===== config.mk =====
export PLATFORM = sky130hd
export DESIGN_NAME = uart_mm
export DESIGN_NICKNAME = d
export VERILOG_FILES = /design/src/rtl/uart_mm_pkg.sv /design/src/rtl/ser_tx.sv /design/src/rtl/ser_rx.sv /design/src/rtl/uart_mm.sv
export SDC_FILE = /design/constraint.sdc
export NUM_CORES = 1
export LEC_CHECK = 0
export BUFFER_PORTS_ARGS = -buffer_cell sky130_fd_sc_hd__clkbuf_2
export CAP_MARGIN = 20
export CORE_MARGIN = 1.5
export CORE_UTILIZATION = 50
export CTS_BUF_LIST = sky130_fd_sc_hd__clkbuf_4 sky130_fd_sc_hd__clkbuf_8 sky130_fd_sc_hd__clkbuf_16
export CTS_CLUSTER_DIAMETER = 100
export DETAILED_ROUTE_END_ITERATION = 7
export PLACE_DENSITY = 0.76
export SYNTH_ARGS = -nofsm -noshare
export SYNTH_HDL_FRONTEND = slang
export SYNTH_SLANG_ARGS = --single-unit

===== constraint.sdc =====
create_clock -name clk -period 3.34 [get_ports clk]
set_input_delay 0.167 -clock clk [delete_from_list [all_inputs] [get_ports clk]]
set_output_delay 0.167 -clock clk [all_outputs]
set_load 0.01 [all_outputs]

===== src/rtl/uart_mm_pkg.sv =====
`timescale 1ns/1ps
package uart_mm_pkg;
  localparam logic SEL_PERIOD = 1'b0;
  localparam logic SEL_DATA   = 1'b1;

  typedef enum logic [1:0] {
    RX_IDLE,
    RX_START,
    RX_DATA,
    RX_STOP
  } rx_state_t;
endpackage


===== src/rtl/ser_tx.sv =====
`timescale 1ns/1ps
module ser_tx #(
  parameter int DATA_BITS = 8,
  parameter int CNT_W     = 32
) (
  input  logic                 clk,
  input  logic                 rst_n,
  input  logic                 start_i,
  input  logic [DATA_BITS-1:0] data_i,
  input  logic [CNT_W-1:0]     period_i,
  output logic                 busy_o,
  output logic                 txd_o
);
  localparam int BIT_W = $clog2(DATA_BITS + 2);

  logic                 busy_q, txd_q;
  logic [CNT_W-1:0]     per_q, cnt_q, eff_m1;
  logic [DATA_BITS:0]   sh_q;
  logic [BIT_W-1:0]     left_q;

  // a period of 0 behaves like a period of 1
  always_comb eff_m1 = (period_i == '0) ? '0 : period_i - CNT_W'(1);

  always_ff @(posedge clk) begin
    if (!rst_n) begin
      busy_q <= 1'b0;
      txd_q  <= 1'b1;
      per_q  <= '0;
      cnt_q  <= '0;
      sh_q   <= '1;
      left_q <= '0;
    end else if (!busy_q) begin
      if (start_i) begin
        busy_q <= 1'b1;
        txd_q  <= 1'b0;
        sh_q   <= {1'b1, data_i};
        left_q <= BIT_W'(DATA_BITS + 1);
        per_q  <= eff_m1;
        cnt_q  <= eff_m1;
      end
    end else if (cnt_q != '0) begin
      cnt_q <= cnt_q - CNT_W'(1);
    end else if (left_q == '0) begin
      busy_q <= 1'b0;
    end else begin
      txd_q  <= sh_q[0];
      sh_q   <= {1'b1, sh_q[DATA_BITS:1]};
      left_q <= left_q - BIT_W'(1);
      cnt_q  <= per_q;
    end
  end

  assign busy_o = busy_q;
  assign txd_o  = txd_q;

  AST_TX_START_LOW: assert property (@(posedge clk) disable iff (!rst_n)
    $rose(busy_q) |-> !txd_q);
  AST_TX_IDLE_MARK: assert property (@(posedge clk) disable iff (!rst_n)
    !busy_q |-> txd_q);
  AST_TX_NO_START_BUSY: assert property (@(posedge clk) disable iff (!rst_n)
    busy_q |-> !start_i);
endmodule


===== src/rtl/ser_rx.sv =====
`timescale 1ns/1ps
module ser_rx
  import uart_mm_pkg::*;
#(
  parameter int DATA_BITS = 8,
  parameter int CNT_W     = 32
) (
  input  logic                 clk,
  input  logic                 rst_n,
  input  logic                 rxd_i,
  input  logic [CNT_W-1:0]     period_i,
  output logic                 done_o,
  output logic [DATA_BITS-1:0] data_o
);
  localparam int LEFT_W = $clog2(DATA_BITS + 1);

  rx_state_t            state_q;
  logic                 s1_q, s2_q, s3_q, fall;
  logic [CNT_W-1:0]     per_q, cnt_q, eff, eff_m1;
  logic [DATA_BITS-1:0] sh_q, data_q;
  logic [LEFT_W-1:0]    left_q;
  logic                 done_q;

  always_comb begin
    eff    = (period_i == '0) ? CNT_W'(1) : period_i;
    eff_m1 = eff - CNT_W'(1);
    fall   = s3_q & ~s2_q;
  end

  always_ff @(posedge clk) begin
    if (!rst_n) begin
      s1_q <= 1'b1;
      s2_q <= 1'b1;
      s3_q <= 1'b1;
    end else begin
      s1_q <= rxd_i;
      s2_q <= s1_q;
      s3_q <= s2_q;
    end
  end

  always_ff @(posedge clk) begin
    if (!rst_n) begin
      state_q <= RX_IDLE;
      per_q   <= '0;
      cnt_q   <= '0;
      sh_q    <= '0;
      data_q  <= '0;
      left_q  <= '0;
      done_q  <= 1'b0;
    end else begin
      done_q <= 1'b0;
      case (state_q)
        RX_IDLE: if (fall) begin
          state_q <= RX_START;
          per_q   <= eff_m1;
          cnt_q   <= eff >> 1;
        end
        RX_START: if (cnt_q != '0) begin
          cnt_q <= cnt_q - CNT_W'(1);
        end else if (!s2_q) begin
          state_q <= RX_DATA;
          cnt_q   <= per_q;
          left_q  <= LEFT_W'(DATA_BITS);
        end else begin
          state_q <= RX_IDLE;
        end
        RX_DATA: if (cnt_q != '0) begin
          cnt_q <= cnt_q - CNT_W'(1);
        end else begin
          sh_q   <= {s2_q, sh_q[DATA_BITS-1:1]};
          cnt_q  <= per_q;
          left_q <= left_q - LEFT_W'(1);
          if (left_q == LEFT_W'(1)) state_q <= RX_STOP;
        end
        RX_STOP: if (cnt_q != '0) begin
          cnt_q <= cnt_q - CNT_W'(1);
        end else begin
          state_q <= RX_IDLE;
          if (s2_q) begin
            done_q <= 1'b1;
            data_q <= sh_q;
          end
        end
        default: state_q <= RX_IDLE;
      endcase
    end
  end

  assign done_o = done_q;
  assign data_o = data_q;

  AST_RX_STOP_HIGH: assert property (@(posedge clk) disable iff (!rst_n)
    done_q |-> $past(s2_q));
  AST_RX_DONE_FROM_STOP: assert property (@(posedge clk) disable iff (!rst_n)
    done_q |-> $past(state_q == RX_STOP));
  AST_RX_START_ON_FALL: assert property (@(posedge clk) disable iff (!rst_n)
    (state_q == RX_START) && $past(state_q == RX_IDLE) |-> $past(fall));
endmodule


===== src/rtl/uart_mm.sv =====
`timescale 1ns/1ps
module uart_mm
  import uart_mm_pkg::*;
#(
  parameter int          DATA_BITS = 8,
  parameter int          BUS_W     = 32,
  parameter int          DIV_W     = 32,
  parameter logic [31:0] DIV_RESET = 32'd1
) (
  input  logic             clk,
  input  logic             rst_n,
  input  logic             req_valid,
  output logic             req_ready,
  input  logic             req_write,
  input  logic             req_sel,
  input  logic [BUS_W-1:0] req_wdata,
  output logic [BUS_W-1:0] rsp_rdata,
  output logic             uart_txd,
  input  logic             uart_rxd
);
  logic [DIV_W-1:0]     div_q;
  logic [DATA_BITS-1:0] hold_q, rx_data;
  logic                 hold_vld, rx_done, tx_busy;
  logic                 acc, wr_div, wr_dat, rd_dat;

  always_comb begin
    req_ready = !(req_valid && req_write && (req_sel == SEL_DATA) && tx_busy);
    acc       = req_valid && req_ready;
    wr_div    = acc && req_write && (req_sel == SEL_PERIOD);
    wr_dat    = acc && req_write && (req_sel == SEL_DATA);
    rd_dat    = acc && !req_write && (req_sel == SEL_DATA);
    if (req_sel == SEL_PERIOD)
      rsp_rdata = BUS_W'(div_q);
    else if (hold_vld)
      rsp_rdata = BUS_W'(hold_q);
    else
      rsp_rdata = '1;
  end

  always_ff @(posedge clk) begin
    if (!rst_n) begin
      div_q    <= DIV_W'(DIV_RESET);
      hold_q   <= '0;
      hold_vld <= 1'b0;
    end else begin
      if (wr_div) div_q <= req_wdata[DIV_W-1:0];
      if (rx_done) begin
        hold_q   <= rx_data;
        hold_vld <= 1'b1;
      end else if (rd_dat) begin
        hold_vld <= 1'b0;
      end
    end
  end

  ser_tx #(.DATA_BITS(DATA_BITS), .CNT_W(DIV_W)) tx_i (
    .clk      (clk),
    .rst_n    (rst_n),
    .start_i  (wr_dat),
    .data_i   (req_wdata[DATA_BITS-1:0]),
    .period_i (div_q),
    .busy_o   (tx_busy),
    .txd_o    (uart_txd)
  );

  ser_rx #(.DATA_BITS(DATA_BITS), .CNT_W(DIV_W)) rx_i (
    .clk      (clk),
    .rst_n    (rst_n),
    .rxd_i    (uart_rxd),
    .period_i (div_q),
    .done_o   (rx_done),
    .data_o   (rx_data)
  );

  AST_TX_ACCEPT_BUSY: assert property (@(posedge clk) disable iff (!rst_n)
    wr_dat |=> tx_busy);
  AST_DIV_ONLY_BY_WRITE: assert property (@(posedge clk) disable iff (!rst_n)
    !$stable(div_q) |-> $past(wr_div));
  AST_HOLD_CLEAR_BY_READ: assert property (@(posedge clk) disable iff (!rst_n)
    $fell(hold_vld) |-> $past(rd_dat));
  AST_HOLD_FILL_BY_RX: assert property (@(posedge clk) disable iff (!rst_n)
    $rose(hold_vld) |-> $past(rx_done));
endmodule


==> flow_summary_export.csv, run 1 <==
group,metric,value,unit
global_routing,grt_overflow,0,
worst_setup_path,cp.required,3.78,ns
floorplan,num_io_pins,72,
finish,final_nets,1617,
floorplan,die_w,154,µm
global_routing,grt_pass1_vias,11136,
worst_setup_path,worstPathCellList,"or4_1 -> nor4_1 -> buf_4 -> nand3_1 -> nand2_1 -> ha_1 -> nand4_1 -> or3_1 -> a311oi_1",
worst_setup_path,crit_cells,9,
logic_synthesis,synthesis.nets,1547,
worst_setup_path,cp_num_buf_inv,1,
floorplan,core_area,22500,µm²
timing,hold_viol,0,
timing,max_slew.worst_pin.slew,0.889,ns
power_and_ir_drop,p_per_area,675,nW/µm²
worst_setup_path,end_kind,"flip-flop",
logic_synthesis,seq_area_frac_synth,36.6,%
route,detail_route.vias_per_cell,6.40,
worst_setup_path,crit_type,"flip-flop to flip-flop",
place,hpwlAfterDp,26.4,mm
finish,syn_to_final_growth,17.7,%
route,drt_wl_total,38.4,mm
worst_setup_path,timing.rr.start,"div_q[15]",
logic_synthesis,synthesis.area,11400,µm²
worst_setup_path,worstPathMaxFanout,10,
worst_setup_path,cp-start-kind,"flip-flop",
route,num_vias,11969,
timing,relSlewSlack,39.9,%
global_routing,antenna_found_initial,0,
worst_setup_path,reg2reg_slack,0.34,ns
route,drt_drc_violations_left,0,
logic_synthesis,synthDistinctLibCells,68,
logic_synthesis,yosys_warnings,0,
worst_setup_path,critPathLaunch,"div_q[15]",
place,portBuffers,71,
clocking,cts_tree,"yes",
logic_synthesis,synth_edf_count,0,
clocking,clkLatencyLatePin,0.52,ns
finish,drive_above_1_share,13.3,%
global_routing,grt_max_degree,62,
worst_setup_path,worst_ep_arrival_time,3.44,ns
timing,finClkSkew,0.0110,ns
logic_synthesis,yosys.area.top_type,"dfxtp_1",
clocking,h-tree-depth,1,
min_path,holdPathStages,2,
timing,rsz0062_at_grt,"false",
logic_synthesis,yosys_register_bits,209,
worst_setup_path,cp-endpoint,"rx_i.per_q[18]",
route,dr.pass1.iters,6,
finish,final_cell_mix,"nand2_1, dfxtp_1, a21oi_1",
power_and_ir_drop,ir_drop,0.363,mV
timing,period_needed,3.00,ns
floorplan,rows,55,
place,gp_congestion,0.948,
floorplan,dieArea,23800,µm²
clocking,cts_resized,0,
route,routedWlPerCell,20.5,µm
min_path,hold_path_class,"input pin to flip-flop",
global_routing,grt_usage,32.0,%
clocking,clockBufferDepth,3,
clocking,clk_pin_slew,0.06,ns
logic_synthesis,ys.flop_type,"dfxtp_1",
power_and_ir_drop,leakagePower,5.01,nW
timing,drv_slew,0,
worst_setup_path,cpPeakStageDelay,0.64,ns
worst_setup_path,critPathTopFamily,"simple AND/OR/NAND/NOR gates",
worst_setup_path,r2r_cells,9,
timing,fmax,333,MHz
logic_synthesis,post-synth-top-area-fraction,36.6,%
finish,final_common_cell,"nand2_1",
global_routing,grt_pass1_wl,60.8,mm
flow_run,max-cap-violations,0,
finish,n_fill_cell,1968,
timing,fin_setup_tns,0,ns
clocking,numClockSinks,209,
power_and_ir_drop,total_power,9.07,mW
floorplan,die_height,154,µm
route,detail-route-antenna-nets,0,
clocking,cts_made_buffers,24,
finish,fin_util,59.8,%
logic_synthesis,async_reset_ff_share,0,%
run_status,status,"completed",
route,drt_iter0_markers,1428,
logic_synthesis,synthCells,1496,
clocking,cts-root-buf,"clkbuf_16",
finish,n_antenna_cell,0,
logic_synthesis,avgSynthCellArea,7.64,µm²
worst_setup_path,slowest_stage,"or4_1",
worst_setup_path,r2r_end,"rx_i.per_q[18]",
timing,period_share,89.9,%
logic_synthesis,yosys-top-cells-area,"dfxtp_1, nand2_1, a21oi_1",
timing,finalSetupViolations,0,
floorplan,initial_utilization,50.8,%
-- cell usage after synthesis (19+ instances only) --
cell type / number
nor2_1: 99
xnor2_1: 37
o211ai_1: 23
nand3_1: 51
nor4_1: 35
nand4_1: 19
inv_1: 41
o21ai_0: 105
mux2i_1: 21
a21oi_1: 142
or3_1: 26
nor3_1: 50
a211oi_1: 24
nand2_1: 216
clkbuf_1: 107
xor2_1: 30
dfxtp_1: 209
-- where the power goes --
group,leakage [nW],total (mW),switching (mW),internal (mW)
registers,1.70,2.83,0.188,2.65
clock network,0.464,3.11,1.11,2.00
logic,2.85,3.13,1.98,1.15
-- per-stage QoR --
| step | hold WS (ns) | instance area (µm²) | setup WS, ns | cells |
|---|---|---|---|---|
| floorplan | 0.268 | 11400 | 0.270 | 1496 |
| global placement | 0.375 | 12200 | 0.443 | 1791 |
| detailed placement | 0.374 | 12200 | 0.412 | 1791 |
| CTS | 0.0188 | 13400 | 0.395 | 1868 |
| global route | 0.0333 | 13500 | 0.00721 | 1869 |
| finish | 0.0260 | 13500 | 0.339 | 1869 |
-- registers in the layout, indices dropped and copies added, names as in the netlist, 4 cells and up, named ones only --
name	flops
div_q	32
rx_i.cnt_q	32
rx_i.per_q	32
tx_i.cnt_q	32
tx_i.per_q	32
hold_q	8
rx_i.data_o	8
rx_i.sh_q	8
tx_i.sh_q	8
rx_i.left_q	4
tx_i.left_q	4
-- area by class of cell --
cell class | instances | area (µm²) | share of cell area [%]
Tap cell | 285 | 357 | 2.65
Multi-Input combinational cell | 1125 | 6650 | 49.4
Clock inverter | 13 | 249 | 1.85
Inverter | 43 | 164 | 1.22
Clock buffer | 31 | 689 | 5.13
Timing Repair Buffer | 163 | 1160 | 8.60
Sequential cell | 209 | 4190 | 31.1
-- cells by family (layout without fill, tap and decap cells) --
family          after synthesis  after routing  synth area share [%]
mux                          26             26                  2.33
flops                       209            209                  36.6
xor+xnor                     67             67                  5.13
fa+ha+maj                    13             13                  1.42
buf+inv                     162            250                  5.39
compound gates              429            429                  23.8
simple gates                590            590                  25.3
-- worst min-delay path by stage --
stage / startpoint / endpoint
floorplan: uart_rxd / rx_i.s1_q
global placement: uart_rxd / rx_i.s1_q
detailed placement: uart_rxd / rx_i.s1_q
CTS: rst_n / rx_i.s1_q
global route: rst_n / rx_i.s3_q
finish: rst_n / rx_i.s1_q
-- layer usage --
metal,vias up,GRT usage [%],wire (µm)
met5,-,0,0
met3,120,6.58,4010
met4,0,14.9,1690
li1,5553,-,-
met1,5611,43.7,16200
met2,685,48.6,16500
-- worst reg2reg max path, stage by stage (launching register included) --
cell and delay, ns:
dfxtp_1 0.36, or4_1 0.64, nor4_1 0.28, buf_4 0.17, nand3_1 0.09, nand2_1 0.14
ha_1 0.17, nand4_1 0.37, or3_1 0.46, a311oi_1 0.25
-- repair_timing --
| item | CTS | global route |
|---|---|---|
| buffers inserted | 0 | 0 |
| hold buffers | 33 | 0 |
| endpoints found under the hold margin | 41 | 0 |
No activity file was read; power rests on OpenSTA's default activity.
==> run 2: changes to the inputs <==
--- a/config.mk
+++ b/config.mk
@@ -6,13 +6,13 @@
 export NUM_CORES = 1
 export LEC_CHECK = 0
 export BUFFER_PORTS_ARGS = -buffer_cell sky130_fd_sc_hd__clkbuf_2
-export CAP_MARGIN = 20
 export CORE_MARGIN = 1.5
-export CORE_UTILIZATION = 50
+export CORE_UTILIZATION = 40
 export CTS_BUF_LIST = sky130_fd_sc_hd__clkbuf_4 sky130_fd_sc_hd__clkbuf_8 sky130_fd_sc_hd__clkbuf_16
 export CTS_CLUSTER_DIAMETER = 100
 export DETAILED_ROUTE_END_ITERATION = 7
-export PLACE_DENSITY = 0.76
+export PLACE_DENSITY = 0.64
+export RECOVER_POWER = 25
 export SYNTH_ARGS = -nofsm -noshare
 export SYNTH_HDL_FRONTEND = slang
 export SYNTH_SLANG_ARGS = --single-unit
==> run 2 against run 1 <==
Combinational power about the same. Non-clock buffer count is 3 higher. Final cell count rose by 5.1%. First-iteration DRC count shrank 24%. Core utilization is 12 points lower. Clock power down 14%. Sequential power barely moved. The flow now finishes with violations (capacitance limit, slew limit). Global-route usage decreased by 5.4 points. Maximum frequency down 1.4%. Total power shrank 4.9%. Hold slack improved by 0.14 ns. Sequential cell count is the same.
==> flow_summary_export.csv, run 2 (synthesis gave the netlist of run 1 again) <==
group,metric,value,unit
run_status,status,"finished with violations",
run_status,violations,"capacitance limit, slew limit",
floorplan,initial_utilization,40.9,%
finish,n_antenna_cell,0,
worst_setup_path,reg2reg_slack,0.30,ns
worst_setup_path,slowest_stage,"clkbuf_1",
worst_setup_path,worst_ep_arrival_time,3.51,ns
finish,fin_util,48.1,%
timing,finClkSkew,0.0153,ns
timing,finalSetupViolations,0,
place,place_inst,1886,
min_path,holdPathStages,4,
flow_run,max-cap-violations,1,
clocking,clkLatencyLatePin,0.53,ns
worst_setup_path,r2r_cells,6,
finish,n_fill_cell,2789,
global_routing,grt_usage,26.6,%
clocking,cts_tree,"yes",
route,detail-route-antenna-nets,0,
global_routing,grt_pass1_vias,11027,
route,drt_wl_total,39.2,mm
worst_setup_path,worstPathCellList,"clkbuf_1 -> inv_1 -> nor2_1 -> a32o_1",
finish,final_cell_mix,"nand2_1, dfxtp_1, a21oi_1",
finish,syn_to_final_growth,17.6,%
route,drt_drc_violations_left,0,
floorplan,die_height,172,µm
worst_setup_path,critPathTopFamily,"buffers and inverters",
place,hpwlAfterDp,28.0,mm
min_path,hold_path_end,"hold_vld",
worst_setup_path,worstPathMaxFanout,33,
floorplan,die_w,172,µm
worst_setup_path,end_kind,"flip-flop",
clocking,numClockSinks,209,
worst_setup_path,r2r_end,"tx_i.cnt_q[31]",
worst_setup_path,crit_type,"input pin to flip-flop",
floorplan,num_io_pins,72,
power_and_ir_drop,leakagePower,4.92,nW
finish,final_common_cell,"nand2_1",
global_routing,grt_max_degree,57,
place,gp_congestion,0.976,
route,detail_route.vias_per_cell,5.99,
power_and_ir_drop,p_per_area,642,nW/µm²
finish,drive_above_1_share,12.5,%
worst_setup_path,cp-start-kind,"input pin",
timing,rsz0062_at_grt,"false",
timing,fmax,328,MHz
timing,drv_slew,34,
finish,final_nets,1620,
clocking,cts-root-buf,"clkbuf_16",
worst_setup_path,cp.required,3.81,ns
global_routing,antenna_found_initial,0,
floorplan,rows,61,
worst_setup_path,timing.rr.start,"div_q[12]",
min_path,hold_path_class,"input pin to flip-flop",
floorplan,dieArea,29600,µm²
finish,fin_cells,1965,
clocking,h-tree-depth,1,
worst_setup_path,crit_cells,4,
place,portBuffers,71,
clocking,clk_pin_slew,0.06,ns
clocking,cts_made_buffers,24,
timing,hold_viol,0,
route,num_vias,11778,
min_path,min_from,"req_valid",
power_and_ir_drop,ir_drop,0.410,mV
worst_setup_path,cp_num_buf_inv,2,
global_routing,grt_pass1_wl,61.3,mm
timing,max_slew.worst_pin.slew,1.67,ns
route,dr.pass1.iters,6,
route,drt_iter0_markers,1079,
floorplan,core_area,27900,µm²
global_routing,grt_overflow,0,
worst_setup_path,cpPeakStageDelay,1.17,ns
route,routedWlPerCell,20.0,µm
timing,period_share,91.2,%
timing,period_needed,3.04,ns
timing,fin_setup_tns,0,ns
timing,relSlewSlack,-11.2,%
clocking,clockBufferDepth,3,
-- run 2: changes by cell type in the layout (fill, tap and decap cells not counted), moves of 2 or more --
cell / change
clkinvlp_4: +2
clkbuf_2: -14
clkbuf_1: +15
clkbuf_4: +3
buf_4: +2
bufinv_16: -6
-- run 2: tightest hold or removal path, cell delays in order --
cell and delay (ns):
clkbuf_2 0.16, nand3b_1 0.17, a21oi_1 0.08, nor2_1 0.07
-- run 2: worst max path at each step --
stage | startpoint | slack, ns | end
5_1_grt | tx_i.cnt_q[11] | 0.1 | tx_i.cnt_q[18]
6_report | rst_n | 0.30 | rx_i.cnt_q[28]
3_3_place_gp | div_q[15] | 0.27 | rx_i.per_q[18]
2_1_floorplan | div_q[14] | 0.27 | rx_i.per_q[30]
4_1_cts | div_q[15] | 0.15 | rx_i.per_q[20]
3_5_place_dp | div_q[15] | 0.16 | rx_i.per_q[20]
-- run 2: cell type report --
type                       count  area (µm²)  share of cell area (%)
inverter                      43         161                    1.20
clock inverter                10        86.3                   0.642
sequential                   209        4190                    31.1
clock buffer                  34         718                    5.34
timing repair buffer         166        1150                    8.59
tap                          378         473                    3.52
multi-input combinational   1125        6660                    49.6
-- run 2: stage by stage --
stage | power [mW] | hold slack (ns) | instance area (µm²) | setup WS, ns
after floorplan | 4.95 | 0.268 | 11400 | 0.270
after global placement | 5.87 | 0.384 | 12300 | 0.268
after detailed placement | 5.90 | 0.380 | 12300 | 0.164
after CTS | 8.60 | 0.130 | 13400 | 0.147
after global routing | 9.10 | 0.161 | 13400 | 0.0963
final | 8.63 | 0.161 | 13400 | 0.296
-- run 2: layer usage --
| metal | vias up | global-route usage, % | wire (µm) | part of all wire [%] |
|---|---|---|---|---|
| li1 | 5563 | - | - | - |
| met5 | - | 0 | 0 | 0 |
| met4 | 0 | 11.2 | 1410 | 3.6 |
| met2 | 540 | 40.7 | 17100 | 43 |
| met1 | 5591 | 36.0 | 17000 | 43 |
| met3 | 84 | 6.00 | 3710 | 9.5 |
-- run 2: repair_timing --
action                                 4_1_cts  5_1_grt
endpoints found under the hold margin       37        0
setup buffers                                0        2
setup endpoints to repair                    0        8
hold buffers                                33        0
resized for setup                            0        1
-- run 2: power by group --
group / internal (mW) / total [mW] / switching, mW
registers: 2.65 / 2.82 / 0.178
logic: 1.14 / 3.14 / 1.99
clock network: 1.58 / 2.66 / 1.09
total: 5.37 / 8.63 / 3.26
==> run 3: changes to the inputs <==
--- a/config.mk
+++ b/config.mk
@@ -6,10 +6,10 @@
 export NUM_CORES = 1
 export LEC_CHECK = 0
 export BUFFER_PORTS_ARGS = -buffer_cell sky130_fd_sc_hd__clkbuf_2
-export CORE_MARGIN = 1.5
+export CORE_MARGIN = 1
 export CORE_UTILIZATION = 40
 export CTS_BUF_LIST = sky130_fd_sc_hd__clkbuf_4 sky130_fd_sc_hd__clkbuf_8 sky130_fd_sc_hd__clkbuf_16
-export CTS_CLUSTER_DIAMETER = 100
+export CTS_CLUSTER_DIAMETER = 30
 export DETAILED_ROUTE_END_ITERATION = 7
 export PLACE_DENSITY = 0.64
 export RECOVER_POWER = 25
==> run 3 against run 2 <==
The run still ends with capacitance limit, slew limit left. Sequential share of layout area down 1.8 points. Register-to-register slack got worse by 0.06 ns. Maximum frequency fell by 2.0%. Total power up 25%. Global-route usage is 0.72 points higher. Critical endpoint is now tx_i.cnt_q[31]. Largest power group is now the clock network. Highest routed layer unchanged.
==> flow_summary_export.csv, run 3 (synthesis gave the netlist of run 1 again) <==
group,metric,value,unit
flow_run,max-cap-violations,4,
timing,finalSetupViolations,0,
place,dp_worst_setup_slack,0.211,ns
min_path,min_from,"req_wdata[23]",
power_and_ir_drop,total_power,10.8,mW
power_and_ir_drop,p_sw,3.62,mW
timing,period_needed,3.11,ns
run_status,status,"finished with violations",
place,portBuffers,71,
min_path,hold_path_end,"div_q[23]",
route,drt_iter0_markers,1006,
global_routing,grt_max_degree,52,
run_status,violations,"capacitance limit, slew limit",
timing,fin_setup_tns,0,ns
route,dr.pass1.iters,5,
power_and_ir_drop,switching_share,33.6,%
clocking,cts_resized,0,
finish,fin_util,51.0,%
min_path,hold_path_class,"input pin to flip-flop",
finish,final_cell_mix,"nand2_1, dfxtp_1, a21oi_1",
power_and_ir_drop,ir_drop,0.464,mV
global_routing,grt_pass1_vias,11288,
clocking,clockBufferDepth,3,
worst_setup_path,cp-start-kind,"flip-flop",
power_and_ir_drop,leakagePower,5.31,nW
global_routing,grt_pass1_wl,62.3,mm
route,drt_drc_violations_left,0,
worst_setup_path,worst_ep_arrival_time,3.42,ns
place,gp_congestion,0.971,
power_and_ir_drop,p_seq_share,26.3,%
worst_setup_path,r2r_end,"tx_i.cnt_q[31]",
worst_setup_path,cpPeakStageDelay,0.69,ns
power_and_ir_drop,p_int,7.16,mW
route,detail-route-antenna-nets,0,
floorplan,die_w,171,µm
floorplan,initial_utilization,40.9,%
worst_setup_path,crit_type,"flip-flop to flip-flop",
worst_setup_path,r2r_cells,6,
clocking,cts_made_buffers,47,
global_routing,use_met1,36.6,%
finish,drive_above_1_share,14.4,%
floorplan,core_area,27900,µm²
worst_setup_path,cp_num_buf_inv,0,
route,routedWlPerCell,20.0,µm
finish,final_common_cell,"nand2_1",
worst_setup_path,reg2reg_slack,0.23,ns
finish,fin_cells,2005,
clocking,h-tree-depth,2,
global_routing,met3_usage,6.66,%
timing,drv_slew,178,
power_and_ir_drop,p_per_area,756,nW/µm²
global_routing,grt_busiest_layer,"met2",
global_routing,grt_usage,27.3,%
floorplan,rows,61,
finish,n_antenna_cell,0,
clocking,cts_tree,"yes",
clocking,numClockSinks,209,
global_routing,use_met2,41.4,%
route,detail_route.vias_per_cell,6.02,
timing,fmax,322,MHz
place,hpwlAfterDp,27.9,mm
worst_setup_path,cp.required,3.66,ns
place,placed_cell_area,12300,µm²
min_path,holdPathStages,3,
worst_setup_path,slowest_stage,"or4_1",
clocking,clk_pin_slew,0.05,ns
clocking,cts-root-buf,"clkbuf_16",
finish,final_nets,1642,
worst_setup_path,critPathTopFamily,"simple AND/OR/NAND/NOR gates",
timing,holdWs,0.0501,ns
worst_setup_path,worstPathMaxFanout,9,
floorplan,num_io_pins,72,
timing,finClkSkew,0.0218,ns
floorplan,die_height,171,µm
clocking,clkLatencyLatePin,0.54,ns
global_routing,antenna_found_initial,0,
worst_setup_path,worstPathCellList,"or4_1 -> or4_1 -> or4_4 -> or3_4 -> mux2i_1 -> a41oi_1",
global_routing,grt_overflow,0,
worst_setup_path,timing.critical_path.mode_cell,"or4_1",
finish,syn_to_final_growth,24.7,%
worst_setup_path,end_kind,"flip-flop",
worst_setup_path,timing.rr.start,"div_q[12]",
timing,rsz0062_at_grt,"false",
place,place_inst,1887,
timing,period_share,93.0,%
route,num_vias,12073,
floorplan,dieArea,29300,µm²
route,drt_wl_total,40.0,mm
timing,max_slew.worst_pin.slew,2.51,ns
timing,setup_slack,0.234,ns
power_and_ir_drop,pwr-share-clk,44.6,%
finish,final_cell_area,14300,µm²
timing,relSlewSlack,-67.3,%
timing,hold_viol,0,
power_and_ir_drop,comb_power_share,29.1,%
run 3: changes by cell type in the layout (fill, tap and decap cells not counted), moves of 2 or more:
cell and delta:
bufinv_16 +6, clkbuf_1 +4, clkbuf_16 +23, clkbuf_4 +4, clkbuf_8 +2, clkinv_2 +2
clkinvlp_4 +2, dlygate4sd3_1 -2
run 3: cell type report:
class	instances	area (µm²)
Fill cell	2756	13700
Clock buffer	64	1360
Inverter	43	161
Multi-Input combinational cell	1125	6660
Tap cell	378	473
Clock inverter	21	308
Sequential cell	209	4190
Timing Repair Buffer	165	1110
run 3: worst max-delay path by stage:
stage / startpoint / endpoint / cells after the start
CTS: div_q[15] / rx_i.per_q[20] / 8
finish: div_q[12] / tx_i.cnt_q[31] / 6
detailed placement: div_q[15] / rx_i.per_q[18] / 8
global route: div_q[15] / rx_i.per_q[16] / 8
floorplan: div_q[14] / rx_i.per_q[30] / 12
global placement: div_q[15] / rx_i.per_q[18] / 8
run 3: power by group through the flow:
stage               sequential [mW]  combinational [mW]  clock [mW]
finish                         2.84                3.13        4.81
global route                   2.86                3.42        4.98
CTS                            2.83                3.07        4.84
detailed placement             2.87                3.02           0
global placement               2.87                2.99           0
floorplan                      2.81                2.14           0
run 3: repair_timing:
item / CTS / global route
setup buffers: 0 / 2
hold buffers: 31 / 0
hold endpoints to repair: 38 / 0
setup endpoints to repair: 0 / 7
run 3: layer usage:
| layer | up-vias | wire length, µm |
|---|---|---|
| met5 | - | 0 |
| met4 | 0 | 1560 |
| met3 | 104 | 3940 |
| met2 | 622 | 17200 |
| met1 | 5733 | 17300 |
| li1 | 5614 | - |
run 3: tightest hold or removal path, cell delays in order:
cell      delay [ns]
clkbuf_2        0.09
nand2_1         0.17
a21oi_1         0.10
